[config.mk]
export PLATFORM = sky130hd
export DESIGN_NAME = fcs_seq_top
export DESIGN_NICKNAME = d
export VERILOG_FILES = /design/src/rtl/fcs_pkg.sv /design/src/rtl/fcs_shifter.sv /design/src/rtl/fcs_crc32.sv /design/src/rtl/fcs_ctrl.sv /design/src/rtl/fcs_seq_top.sv
export SDC_FILE = /design/constraint.sdc
export NUM_CORES = 1
export LEC_CHECK = 0
export ABC_AREA = 1
export BUFFER_PORTS_ARGS = -buffer_cell sky130_fd_sc_hd__buf_4
export CAP_MARGIN = 10
export CORE_MARGIN = 5
export CORE_UTILIZATION = 55
export DETAILED_ROUTE_END_ITERATION = 12
export PLACE_DENSITY_LB_ADDON = 0.15
export SYNTH_ARGS = -nofsm -noshare
export SYNTH_HDL_FRONTEND = slang
export SYNTH_HIERARCHICAL = 1
export SYNTH_SLANG_ARGS = --single-unit
[constraint.sdc]
create_clock -name clk -period 4.4 [get_ports clk]
set_input_delay 0.22 -clock clk [delete_from_list [all_inputs] [get_ports clk]]
set_output_delay 0.22 -clock clk [all_outputs]
set_load 0.005 [all_outputs]
[src/rtl/fcs_pkg.sv]
package fcs_pkg;

    typedef enum logic [2:0] {
        ST_IDLE,
        ST_RST,
        ST_CFG,
        ST_LEAD,
        ST_IMG,
        ST_TRAIL
    } seq_state_t;

    typedef enum logic [1:0] {
        ERR_NONE       = 2'd0,
        ERR_DONE_EARLY = 2'd1,
        ERR_DONE_LATE  = 2'd2
    } seq_err_t;

    localparam logic [31:0] CRC_POLY = 32'hEDB88320;
    localparam logic [31:0] CRC_SEED = 32'hFFFF_FFFF;

    // One byte through the reflected CRC-32 register, low bit first.
    function automatic logic [31:0] crc_step(input logic [31:0] c, input logic [7:0] d);
        logic [31:0] r;
        r = c ^ {24'd0, d};
        for (int b = 0; b < 8; b++) begin
            r = r[0] ? ((r >> 1) ^ CRC_POLY) : (r >> 1);
        end
        return r;
    endfunction

    // Dummy clock request rounded up to whole bytes.
    function automatic logic [31:0] clk_bytes(input logic [31:0] n);
        return (n + 32'd7) >> 3;
    endfunction

endpackage

[src/rtl/fcs_shifter.sv]
module fcs_shifter #(
    parameter int SCLK_HALF = 2
) (
    input  logic       clk,
    input  logic       rst,
    input  logic       go,
    input  logic [7:0] din,
    output logic       idle,
    output logic       sclk,
    output logic       mosi
);
    localparam int DW = (SCLK_HALF > 1) ? $clog2(SCLK_HALF) : 1;
    localparam logic [DW-1:0] DIV_END = DW'(SCLK_HALF - 1);

    logic          active;
    logic [DW-1:0] div;
    logic [2:0]    bitn;
    logic [7:0]    sr;

    always_ff @(posedge clk) begin
        if (rst) begin
            active <= 1'b0;
            div    <= '0;
            bitn   <= '0;
            sr     <= '0;
            sclk   <= 1'b0;
        end else if (!active) begin
            sclk <= 1'b0;
            if (go) begin
                active <= 1'b1;
                sr     <= din;
                div    <= '0;
                bitn   <= '0;
            end
        end else if (div == DIV_END) begin
            div <= '0;
            if (!sclk) begin
                sclk <= 1'b1;
            end else begin
                sclk <= 1'b0;
                sr   <= {sr[6:0], 1'b0};
                if (bitn == 3'd7) active <= 1'b0;
                else              bitn   <= bitn + 3'd1;
            end
        end else begin
            div <= div + DW'(1);
        end
    end

    assign idle = !active;
    assign mosi = active & sr[7];

endmodule

[src/rtl/fcs_crc32.sv]
module fcs_crc32 (
    input  logic        clk,
    input  logic        rst,
    input  logic        clr,
    input  logic        en,
    input  logic [7:0]  d,
    output logic [31:0] crc
);
    import fcs_pkg::*;

    logic [31:0] acc;

    always_ff @(posedge clk) begin
        if (rst || clr) acc <= CRC_SEED;
        else if (en)    acc <= crc_step(acc, d);
    end

    assign crc = ~acc;

endmodule

[src/rtl/fcs_ctrl.sv]
module fcs_ctrl #(
    parameter int DLY_W = 16,
    parameter int CNT_W = 12
) (
    input  logic              clk,
    input  logic              rst,
    input  logic              start,
    input  logic [DLY_W-1:0]  reset_cycles,
    input  logic [DLY_W-1:0]  config_cycles,
    input  logic [CNT_W-1:0]  lead_clks,
    input  logic [CNT_W-1:0]  trail_clks,
    input  logic              img_valid,
    input  logic              img_last,
    input  logic              tgt_done,
    input  logic              sh_idle,
    input  logic [31:0]       crc_in,
    output logic              img_ready,
    output logic              sh_go,
    output logic              sh_dummy,
    output logic              crc_clr,
    output logic              crc_en,
    output logic              creset_n,
    output logic              cs_n,
    output logic              busy,
    output logic              done,
    output fcs_pkg::seq_err_t err,
    output logic              loaded,
    output logic [31:0]       crc_q
);
    import fcs_pkg::*;

    seq_state_t       state;
    logic [DLY_W-1:0] tmr;
    logic [CNT_W-1:0] rem;
    logic             last_seen;
    logic             tmr_end;
    logic             dummy_go;
    logic             accept;

    assign busy      = (state != ST_IDLE);
    assign tmr_end   = (tmr <= DLY_W'(1));
    assign img_ready = (state == ST_IMG) && sh_idle && !last_seen;
    assign accept    = img_ready && img_valid;
    assign dummy_go  = ((state == ST_LEAD) || (state == ST_TRAIL)) && sh_idle && (rem != '0);
    assign sh_go     = dummy_go || accept;
    assign sh_dummy  = (state != ST_IMG);
    assign crc_clr   = start && !busy;
    assign crc_en    = accept;

    always_ff @(posedge clk) begin
        if (rst) begin
            state     <= ST_IDLE;
            tmr       <= '0;
            rem       <= '0;
            last_seen <= 1'b0;
            creset_n  <= 1'b1;
            cs_n      <= 1'b1;
            done      <= 1'b0;
            err       <= ERR_NONE;
            loaded    <= 1'b0;
            crc_q     <= '0;
        end else begin
            done <= 1'b0;
            case (state)
                ST_IDLE: if (start) begin
                    loaded   <= 1'b0;
                    crc_q    <= '0;
                    err      <= ERR_NONE;
                    creset_n <= 1'b0;
                    cs_n     <= 1'b0;
                    tmr      <= reset_cycles;
                    state    <= ST_RST;
                end
                ST_RST: begin
                    if (!tmr_end) begin
                        tmr <= tmr - DLY_W'(1);
                    end else if (tgt_done) begin
                        err      <= ERR_DONE_EARLY;
                        creset_n <= 1'b1;
                        cs_n     <= 1'b1;
                        done     <= 1'b1;
                        state    <= ST_IDLE;
                    end else begin
                        creset_n <= 1'b1;
                        tmr      <= config_cycles;
                        state    <= ST_CFG;
                    end
                end
                ST_CFG: begin
                    if (!tmr_end) begin
                        tmr <= tmr - DLY_W'(1);
                    end else begin
                        cs_n  <= 1'b1;
                        rem   <= CNT_W'(clk_bytes(32'(lead_clks)));
                        state <= ST_LEAD;
                    end
                end
                ST_LEAD: begin
                    if (dummy_go) begin
                        rem <= rem - CNT_W'(1);
                    end else if (sh_idle) begin
                        cs_n      <= 1'b0;
                        last_seen <= 1'b0;
                        state     <= ST_IMG;
                    end
                end
                ST_IMG: begin
                    if (accept && img_last) last_seen <= 1'b1;
                    if (last_seen && sh_idle) begin
                        cs_n  <= 1'b1;
                        rem   <= CNT_W'(clk_bytes(32'(trail_clks)));
                        state <= ST_TRAIL;
                    end
                end
                ST_TRAIL: begin
                    if (dummy_go) begin
                        rem <= rem - CNT_W'(1);
                    end else if (sh_idle) begin
                        creset_n <= 1'b1;
                        cs_n     <= 1'b1;
                        done     <= 1'b1;
                        state    <= ST_IDLE;
                        if (tgt_done) begin
                            loaded <= 1'b1;
                            crc_q  <= crc_in;
                        end else begin
                            err <= ERR_DONE_LATE;
                        end
                    end
                end
                default: state <= ST_IDLE;
            endcase
        end
    end

endmodule

[src/rtl/fcs_seq_top.sv]
module fcs_seq_top #(
    parameter int SCLK_HALF = 2,
    parameter int DLY_W     = 16,
    parameter int CNT_W     = 12
) (
    input  logic             clk,
    input  logic             rst,
    input  logic             start,
    input  logic [DLY_W-1:0] reset_cycles,
    input  logic [DLY_W-1:0] config_cycles,
    input  logic [CNT_W-1:0] lead_clks,
    input  logic [CNT_W-1:0] trail_clks,
    input  logic [7:0]       img_data,
    input  logic             img_valid,
    input  logic             img_last,
    output logic             img_ready,
    output logic             tgt_reset_n,
    output logic             tgt_cs_n,
    output logic             tgt_sclk,
    output logic             tgt_mosi,
    input  logic             tgt_done,
    output logic             busy,
    output logic             done,
    output logic [1:0]       err_code,
    output logic             loaded,
    output logic [31:0]      image_crc
);
    import fcs_pkg::*;

    logic        sh_go, sh_dummy, sh_idle;
    logic        crc_clr, crc_en;
    logic [31:0] crc_run;
    logic [7:0]  sh_data;
    seq_err_t    err;

    assign sh_data  = sh_dummy ? 8'h00 : img_data;
    assign err_code = err;

    fcs_ctrl #(.DLY_W(DLY_W), .CNT_W(CNT_W)) u_ctrl (
        .clk(clk), .rst(rst), .start(start),
        .reset_cycles(reset_cycles), .config_cycles(config_cycles),
        .lead_clks(lead_clks), .trail_clks(trail_clks),
        .img_valid(img_valid), .img_last(img_last), .tgt_done(tgt_done),
        .sh_idle(sh_idle), .crc_in(crc_run),
        .img_ready(img_ready), .sh_go(sh_go), .sh_dummy(sh_dummy),
        .crc_clr(crc_clr), .crc_en(crc_en),
        .creset_n(tgt_reset_n), .cs_n(tgt_cs_n),
        .busy(busy), .done(done), .err(err),
        .loaded(loaded), .crc_q(image_crc)
    );

    fcs_shifter #(.SCLK_HALF(SCLK_HALF)) u_shift (
        .clk(clk), .rst(rst), .go(sh_go), .din(sh_data),
        .idle(sh_idle), .sclk(tgt_sclk), .mosi(tgt_mosi)
    );

    fcs_crc32 u_crc (
        .clk(clk), .rst(rst), .clr(crc_clr), .en(crc_en),
        .d(img_data), .crc(crc_run)
    );

endmodule

==> impl_metrics.yaml, run 1 <==
clock_network:
  htreeDepth: 4
  cts-root-buf: "clkbuf_16"
  cts_inserted_buffers: 17
  clkSinkCount: 116
  cts_setup_buffers: 0
  clk_pin_slew_ps: 50
  worstSkewPairLatency_ps: 420
  clk_path_buf_depth: 2
  post_cts_resized: 0
  cts_tree: "done"
  hold_buffers: 0
place:
  numPortBuffers: 111
  gp_congestion: 0.923
  postPlaceCellArea_sq_um: 8130
  dp_hpwl_microns: 14100
hold_path:
  holdPathStages: 5
  min_to: "u_ctrl/tmr[11]"
  hold_start: "config_cycles[11]"
  hold_path_class: "primary input to flip-flop"
cells_and_area:
  post-route-cell-area_sq_um: 8710
  diodes: 0
  final_util_pct: 66.1
  area_growth_pct: 18.3
  layout-drive-gt1-share_pct: 18.6
  nets: 1306
setup_path:
  reg2reg_depth: 7
  arrival_ps: 3450
  path_class: "flip-flop to flip-flop"
  worstPathRequired_ps: 4740
  ff2ff_setup_slack_ps: 1280
  timing.rr.start: "u_ctrl/state[2]"
  end_kind: "flip-flop"
  critPathLaunchType: "flip-flop"
  crit_fanout: 32
  r2r_end: "u_crc/acc[2]"
route:
  vias_per_cell: 5.23
  antenna_left: 0
  drt-pass1-iter-count: 5
  via_count: 7433
  dr.first_iter.drc_count: 595
  finalWirelength_microns: 19900
  drc_errors: 0
  wire_per_inst_microns: 14.0
yosys:
  synth_area_sq_um: 7360
  netlist_instances: 1143
  synth_edf_count: 0
  synthDistinctLibCells: 51
  synthArstFlopShare_pct: 0
  synth_ff_type: "dfxtp_1"
  ys_seq_area_share_pct: 31.5
  synth_warnings: 6
  synth.net_count: 1218
  ys_seq_elements: 116
  syn_avg_cell_area_sq_um: 6.44
power:
  peakVddDrop_mv: 0.389
  p_int_mw: 3.00
  seqPwrFrac_pct: 27.8
  p_sw_share_pct: 44.9
  switchingPower_mw: 2.45
  combPwrFrac_pct: 47.2
  power.density_nw_per_um2: 626
  p_clk_share_pct: 25.0
  p_leak_nw: 4.30
floorplanning:
  std_cell_rows: 42
  die_area_sq_um: 15800
  io_pins: 112
  initial_core_util_pct: 55.8
  die_w_microns: 126
  core_area_sq_um: 13200
  die_y_microns: 126
sta:
  timing.slew.headroom_pct: 32.6
  period_share_pct: 70.8
  slew_violations: 0
  fin_skew_ps: 7.54
  timing.fmax_mhz: 321
  min_period_ps: 3120
  tns_ps: 0
  final-setup-viol-count: 0
  rsz0062_at_grt: "no"
  timing_hold_violations_final: 0
  tightest_slew_ps: 1010
flow_run:
  maxCapViolCount: 0
global_routing:
  grt_start_max_net_pins: 54
  grt.total_usage_pct: 25.3
  grt_pass1_wl_microns: 33100
  grt_antenna_before_repair: 1
  grt_pass1_vias: 6965
  overflow: 0
outcome:
  outcome: "finished clean"
cell families (layout without fill, tap and decap cells):
group                    count (synthesis)  in the layout  synth area share [%]
AO/OA/AOI/OAI                          176            176                  13.2
flip-flops                             116            116                  31.5
AND/OR/NAND/NOR                        632            632                  38.3
adder cells (fa/ha/maj)                  5              5                 0.849
XOR/XNOR                                43             43                  5.52
buffers and inverters                  171            272                  10.7
synth_stat cells (7+ instances only):
master    count  share of area (%)
o21ai_0      37                2.5
o211ai_1     18                1.8
inv_2        17               0.87
clkbuf_1     13               0.66
buf_2         8               0.54
buf_6        10                1.5
nand2_1     338                 17
nor2_1      116                5.9
nand2_2      24                2.0
nor3_1       11               0.75
nand3_1      92                6.3
a21oi_1      91                6.2
nand2_4      10                1.5
inv_1       109                5.6
dfxtp_1     116                 32
xor2_1       29                3.4
xnor2_1      10                1.2
o21ai_1      18                1.2
nand3_2      12                1.6
nor2_2        7               0.59
sequential cells by signal (all words and copies together), names as in the netlist, 2 cells and up:
name,flops
u_ctrl/err,2
u_shift/sr,8
u_ctrl/rem,12
u_ctrl/tmr,16
u_ctrl/crc_q,32
u_ctrl/state,3
u_crc/acc,32
u_shift/bitn,3
final cells by class:
cell class              count  area, sq um
fillers                  1283         4480
inverters                 128          485
multi-input cells         856         4260
clock inverters            12          130
repair buffers            112          841
clock buffers              20          457
flip-flops and latches    116         2320
well taps                 176          220
how the worst max path moves through the flow:
stage,from,to,slack (ps)
floorplan,u_ctrl/state[1],u_shift/sr[2],2560
global placement,u_ctrl/state[2],u_crc/acc[27],1520
detailed placement,u_ctrl/state[2],u_crc/acc[2],1440
CTS,u_ctrl/state[2],u_crc/acc[2],1340
global route,u_ctrl/state[2],u_crc/acc[5],1000
finish,u_ctrl/state[2],u_crc/acc[2],1280
worst max-delay path: stages, from the launching register on:
cell,delay (ps)
dfxtp_1,590
nand2_2,410
nor3_2,270
and2_2,580
inv_1,630
a21oi_1,310
o21ai_0,140
o211ai_1,90
routing by layer:
metal | share of wire [%] | track usage (%) | vias up
met1 | 44 | 31.5 | 3370
met2 | 49 | 43.0 | 198
met4 | 1.9 | 7.97 | 2
met5 | 0.065 | 0 | -
li1 | - | - | 3824
met3 | 5.4 | 6.27 | 39
cells in the final DEF (no fill, tap or decap), types with 7 or more instances in the layout:
master	count
nor3_1	11
o21ai_1	18
nand2_4	10
o21ai_0	37
nand3_1	92
inv_2	17
buf_4	112
clkbuf_16	17
o211ai_1	18
nand3_2	12
nor2_2	7
nor2_1	116
dfxtp_1	116
inv_1	109
xor2_1	29
nand2_2	24
a21oi_1	91
nand2_1	338
xnor2_1	10
metrics by stage:
step	instances	hold slack, ps	setup WS [ps]	total power, mW
floorplan	1143	282	2560	3.62
global placement	1388	453	1520	4.02
detailed placement	1388	456	1440	4.06
CTS	1420	107	1340	5.45
global route	1420	121	1000	5.91
finish	1420	121	1280	5.45
power by group through the flow:
stage / registers [mW] / logic (mW) / clock network (mW)
final: 1.52 / 2.57 / 1.36
after CTS: 1.51 / 2.56 / 1.39
after detailed placement: 1.52 / 2.53 / 0
after floorplan: 1.46 / 2.16 / 0
after global routing: 1.55 / 2.93 / 1.43
after global placement: 1.52 / 2.49 / 0
Power figures use the tool's default switching activity.
==> inputs of run 2 (changes only) <==
clock period = 3.2 ns   (was 4.4 ns; I/O delays follow)
==> impl_metrics.yaml, run 2 (same netlist as run 1, synthesis figures left out) <==
clock_network:
  clk_path_buf_depth: 2
  post_cts_resized: 0
  clkSinkCount: 116
  worstSkewPairLatency_ps: 420
  cts_setup_buffers: 0
  hold_buffers: 0
  cts_tree: "done"
  htreeDepth: 4
  clk_pin_slew_ps: 60
  cts_inserted_buffers: 17
  cts-root-buf: "clkbuf_16"
route:
  via_count: 7484
  drc_errors: 0
  wire_per_inst_microns: 13.9
  dr.first_iter.drc_count: 647
  finalWirelength_microns: 19800
  vias_per_cell: 5.26
  drt-pass1-iter-count: 5
  antenna_left: 0
sta:
  period_share_pct: 77.0
  fin_skew_ps: 7.46
  slew_violations: 0
  whs_ps: 68.6
  fin_ws_ps: 736
  timing_hold_violations_final: 0
  final-setup-viol-count: 0
  rsz0062_at_grt: "no"
  tns_ps: 0
  tightest_slew_ps: 736
  timing.slew.headroom_pct: 50.9
  min_period_ps: 2460
  timing.fmax_mhz: 406
setup_path:
  critPathLaunchType: "flip-flop"
  worstPathRequired_ps: 3540
  arrival_ps: 2810
  crit_fanout: 34
  path_class: "flip-flop to flip-flop"
  end_kind: "flip-flop"
global_routing:
  grt_pass1_wl_microns: 32700
  grt_pass1_vias: 6848
  overflow: 0
  grt_start_max_net_pins: 54
  grt_antenna_before_repair: 0
  grt.total_usage_pct: 24.9
cells_and_area:
  regArea_sq_um: 2320
  nets: 1311
  final_common_cell: "nand2_1"
  multi_input_area_sq_um: 4260
  area_growth_pct: 18.5
  final_cell_mix: "nand2_1, buf_4, nor2_1, dfxtp_1, inv_1"
  nFillCells: 1262
  post-route-cell-area_sq_um: 8730
  reg.largest.list: "u_crc/acc x32, u_ctrl/crc_q x32, u_ctrl/tmr x16"
  diodes: 0
  layout-drive-gt1-share_pct: 18.8
power:
  peakVddDrop_mv: 0.436
  combPwrFrac_pct: 47.9
  seqPwrFrac_pct: 28.0
  p_clk_share_pct: 24.2
  power.density_nw_per_um2: 856
  fin_total_pwr_mw: 7.47
  p_sw_share_pct: 45.2
  p_int_mw: 4.10
  switchingPower_mw: 3.38
  p_leak_nw: 4.32
floorplanning:
  io_pins: 112
  initial_core_util_pct: 55.8
  std_cell_rows: 42
  die_y_microns: 126
  die_area_sq_um: 15800
  core_area_sq_um: 13200
  die_w_microns: 126
place:
  pre_cts_ws_ps: 781
  postPlaceCellArea_sq_um: 8160
  numPortBuffers: 111
  gp_congestion: 0.903
  dp_hpwl_microns: 14100
outcome:
  outcome: "finished clean"
flow_run:
  maxCapViolCount: 0
hold_path:
  hold_path_class: "primary input to flip-flop"
==> run 2: per-layer routing <==
metal | global-route usage (%) | vias up | part of all wire, %
met1 | 31.4 | 3380 | 44
met3 | 5.63 | 47 | 5.2
li1 | - | 3835 | -
met5 | 0 | - | 0
met2 | 42.0 | 222 | 48
met4 | 8.99 | 0 | 2.2
==> run 2: worst paths after layout <==
path              cells after the start  slack [ps]               end               from
setup / recovery                     10         740  u_ctrl/crc_q[30]    u_ctrl/state[2]
hold / removal                        5          70    u_ctrl/tmr[11]  config_cycles[11]
hold reg to reg                       2         460  u_ctrl/crc_q[21]   u_ctrl/crc_q[21]
setup reg to reg                     10         740  u_ctrl/crc_q[30]    u_ctrl/state[2]
==> run 2: worst max-delay path, cell delays in order (launching register included) <==
cell	delay (ps)
dfxtp_1	660
inv_1	160
nand2_2	150
nor2_1	80
nor2_1	200
nand2_1	110
inv_2	90
nand2_4	230
inv_4	400
nand3_1	150
a21oi_1	160
==> run 2: cell type report <==
class | count | share of cell area [%]
Inverter | 128 | 5.56
Multi-Input combinational cell | 856 | 48.8
Clock buffer | 23 | 5.59
Sequential cell | 116 | 26.6
Tap cell | 176 | 2.52
Timing Repair Buffer | 117 | 10.1
Clock inverter | 8 | 0.875
==> run 2: power by group through the flow <==
stage	clock network (mW)	logic, mW	registers [mW]
finish	1.81	3.58	2.09
global route	1.90	4.05	2.13
CTS	1.83	3.55	2.08
detailed placement	0	3.51	2.10
global placement	0	3.47	2.10
floorplan	0	2.97	2.01
==> run 2: stage by stage <==
step | util (%) | std cells
after global routing | 66.2 | 1424
after floorplan | - | 1143
final | 66.2 | 1424
after detailed placement | 61.9 | 1393
after CTS | 66.2 | 1424
after global placement | 61.9 | 1393
==> inputs of run 3 (changes only) <==
CORE_UTILIZATION = 52   (was 55)
clock period = 2.06 ns   (was 3.2 ns; I/O delays follow)
==> impl_metrics.yaml, run 3 (same netlist as run 1, synthesis figures left out) <==
cells_and_area:
  area_growth_pct: 23.8
  reg.largest.list: "u_crc/acc x32, u_ctrl/crc_q x32, u_ctrl/tmr x16"
  final_common_cell: "nand2_1"
  diodes: 0
  layout-drive-gt1-share_pct: 21.8
  stdcell_count: 1462
  nets: 1344
  post-route-cell-area_sq_um: 9120
  final_cell_mix: "nand2_1, buf_4, nor2_1, dfxtp_1, inv_1"
setup_path:
  reg2reg_depth: 13
  critPathLaunchType: "flip-flop"
  timing.rr.start: "u_ctrl/rem[0]"
  cpMaxStageDelayCell: "dfxtp_1"
  end_kind: "flip-flop"
  path_cells: "inv_1 -> ha_2 -> nand2_1 -> nor2_4 -> nand3_2 -> nand3_2 -> nand2_1 -> inv_2 -> nand2_4 -> inv_6 -> buf_12 -> nand3_1 -> a21oi_1"
  path_class: "flip-flop to flip-flop"
  arrival_ps: 2230
  cpPeakStageDelay_ps: 310
  crit_fanout: 14
  r2r_end: "u_ctrl/crc_q[28]"
  ff2ff_setup_slack_ps: 170
  worstPathRequired_ps: 2400
outcome:
  outcome: "finished clean"
route:
  vias_per_cell: 5.16
  via_count: 7551
  antenna_left: 0
  finalWirelength_microns: 20500
  drc_errors: 0
  drt-pass1-iter-count: 5
  dr.first_iter.drc_count: 682
  wire_per_inst_microns: 14.0
hold_path:
  hold_path_class: "primary input to flip-flop"
  holdPathStages: 3
  min_to: "u_ctrl/tmr[10]"
  hold_start: "config_cycles[10]"
sta:
  timing.slew.headroom_pct: 52.3
  tightest_slew_ps: 715
  final-setup-viol-count: 0
  fin_skew_ps: 10.2
  timing.fmax_mhz: 530
  period_share_pct: 91.6
  slew_violations: 0
  min_period_ps: 1890
  timing_hold_violations_final: 0
clock_network:
  cts_inserted_buffers: 17
  cts-root-buf: "clkbuf_16"
  clk_path_buf_depth: 2
  htreeDepth: 4
  worstSkewPairLatency_ps: 420
  cts_tree: "done"
  clkSinkCount: 116
  clk_pin_slew_ps: 60
place:
  placed_cells: 1425
  gp_congestion: 0.948
  numPortBuffers: 111
  dp_hpwl_microns: 14900
  postPlaceCellArea_sq_um: 8400
power:
  peakVddDrop_mv: 0.921
  power.density_nw_per_um2: 1370
  p_leak_nw: 4.51
  fin_total_pwr_mw: 12.5
global_routing:
  grt_start_max_net_pins: 34
  grt_antenna_before_repair: 0
  overflow: 0
  grt_pass1_vias: 7105
  grt_pass1_wl_microns: 34100
  grt.total_usage_pct: 25.2
floorplanning:
  die_y_microns: 129
  std_cell_rows: 43
  initial_core_util_pct: 53.1
  core_area_sq_um: 13900
  die_area_sq_um: 16600
  io_pins: 112
  die_w_microns: 129
flow_run:
  maxCapViolCount: 0
## run 3: worst max-delay path by stage
stage	startpoint	endpoint	slack, ps	cells past startpoint
floorplan	u_ctrl/state[1]	u_shift/sr[2]	220	14
global placement	u_ctrl/rem[1]	u_shift/sr[4]	130	13
detailed placement	u_ctrl/tmr[0]	u_ctrl/tmr[15]	80	13
CTS	u_ctrl/tmr[0]	u_ctrl/tmr[15]	60	13
global route	u_ctrl/rem[1]	u_ctrl/crc_q[13]	-2	13
finish	u_ctrl/rem[0]	u_ctrl/crc_q[28]	170	13
## run 3: layout make-up
class | count | area, sq um
inverter | 128 | 490
multi-input combinational | 857 | 4300
sequential | 116 | 2330
timing repair buffer | 149 | 1160
tap | 180 | 225
clock inverter | 14 | 176
clock buffer | 18 | 439
fill | 1295 | 4760
## run 3: worst max-delay path, delay by kind of cell, from the launching register on
family,cells,cell delay [ps]
adder cells (fa/ha/maj),1,210
AO/OA/AOI/OAI,1,140
AND/OR/NAND/NOR,7,740
flip-flops,1,310
buffers and inverters,4,420
## run 3: stage by stage
step | setup TNS [ps] | util (%) | worst slack, ps | hold WS [ps]
3_5_place_dp | 0 | 60.5 | 76.9 | 426
3_3_place_gp | 0 | 60.5 | 133 | 422
5_1_grt | -1.66 | 65.7 | -1.66 | 48.8
4_1_cts | 0 | 65.1 | 57.0 | 20.3
6_report | 0 | 65.7 | 173 | 30.8
2_1_floorplan | 0 | - | 224 | 165
## run 3: timing repair
item | in CTS | in global routing
buffers inserted | 0 | 2
resized for setup | 0 | 19
setup endpoints to repair | 0 | 70
hold endpoints to repair | 1 | 0
hold buffers | 2 | 0
## run 3: power by group
group	internal [mW]	leakage, nW	switching, mW
clock	1.94	0.286	1.12
combinational	2.32	3.28	3.93
sequential	2.76	0.947	0.432
total	7.02	4.51	5.48
## run 3: per-layer routing
layer	share of wire [%]	track usage (%)
met2	48	41.8
met5	0	0
met3	6.0	5.27
met4	2.4	8.96
met1	44	32.4
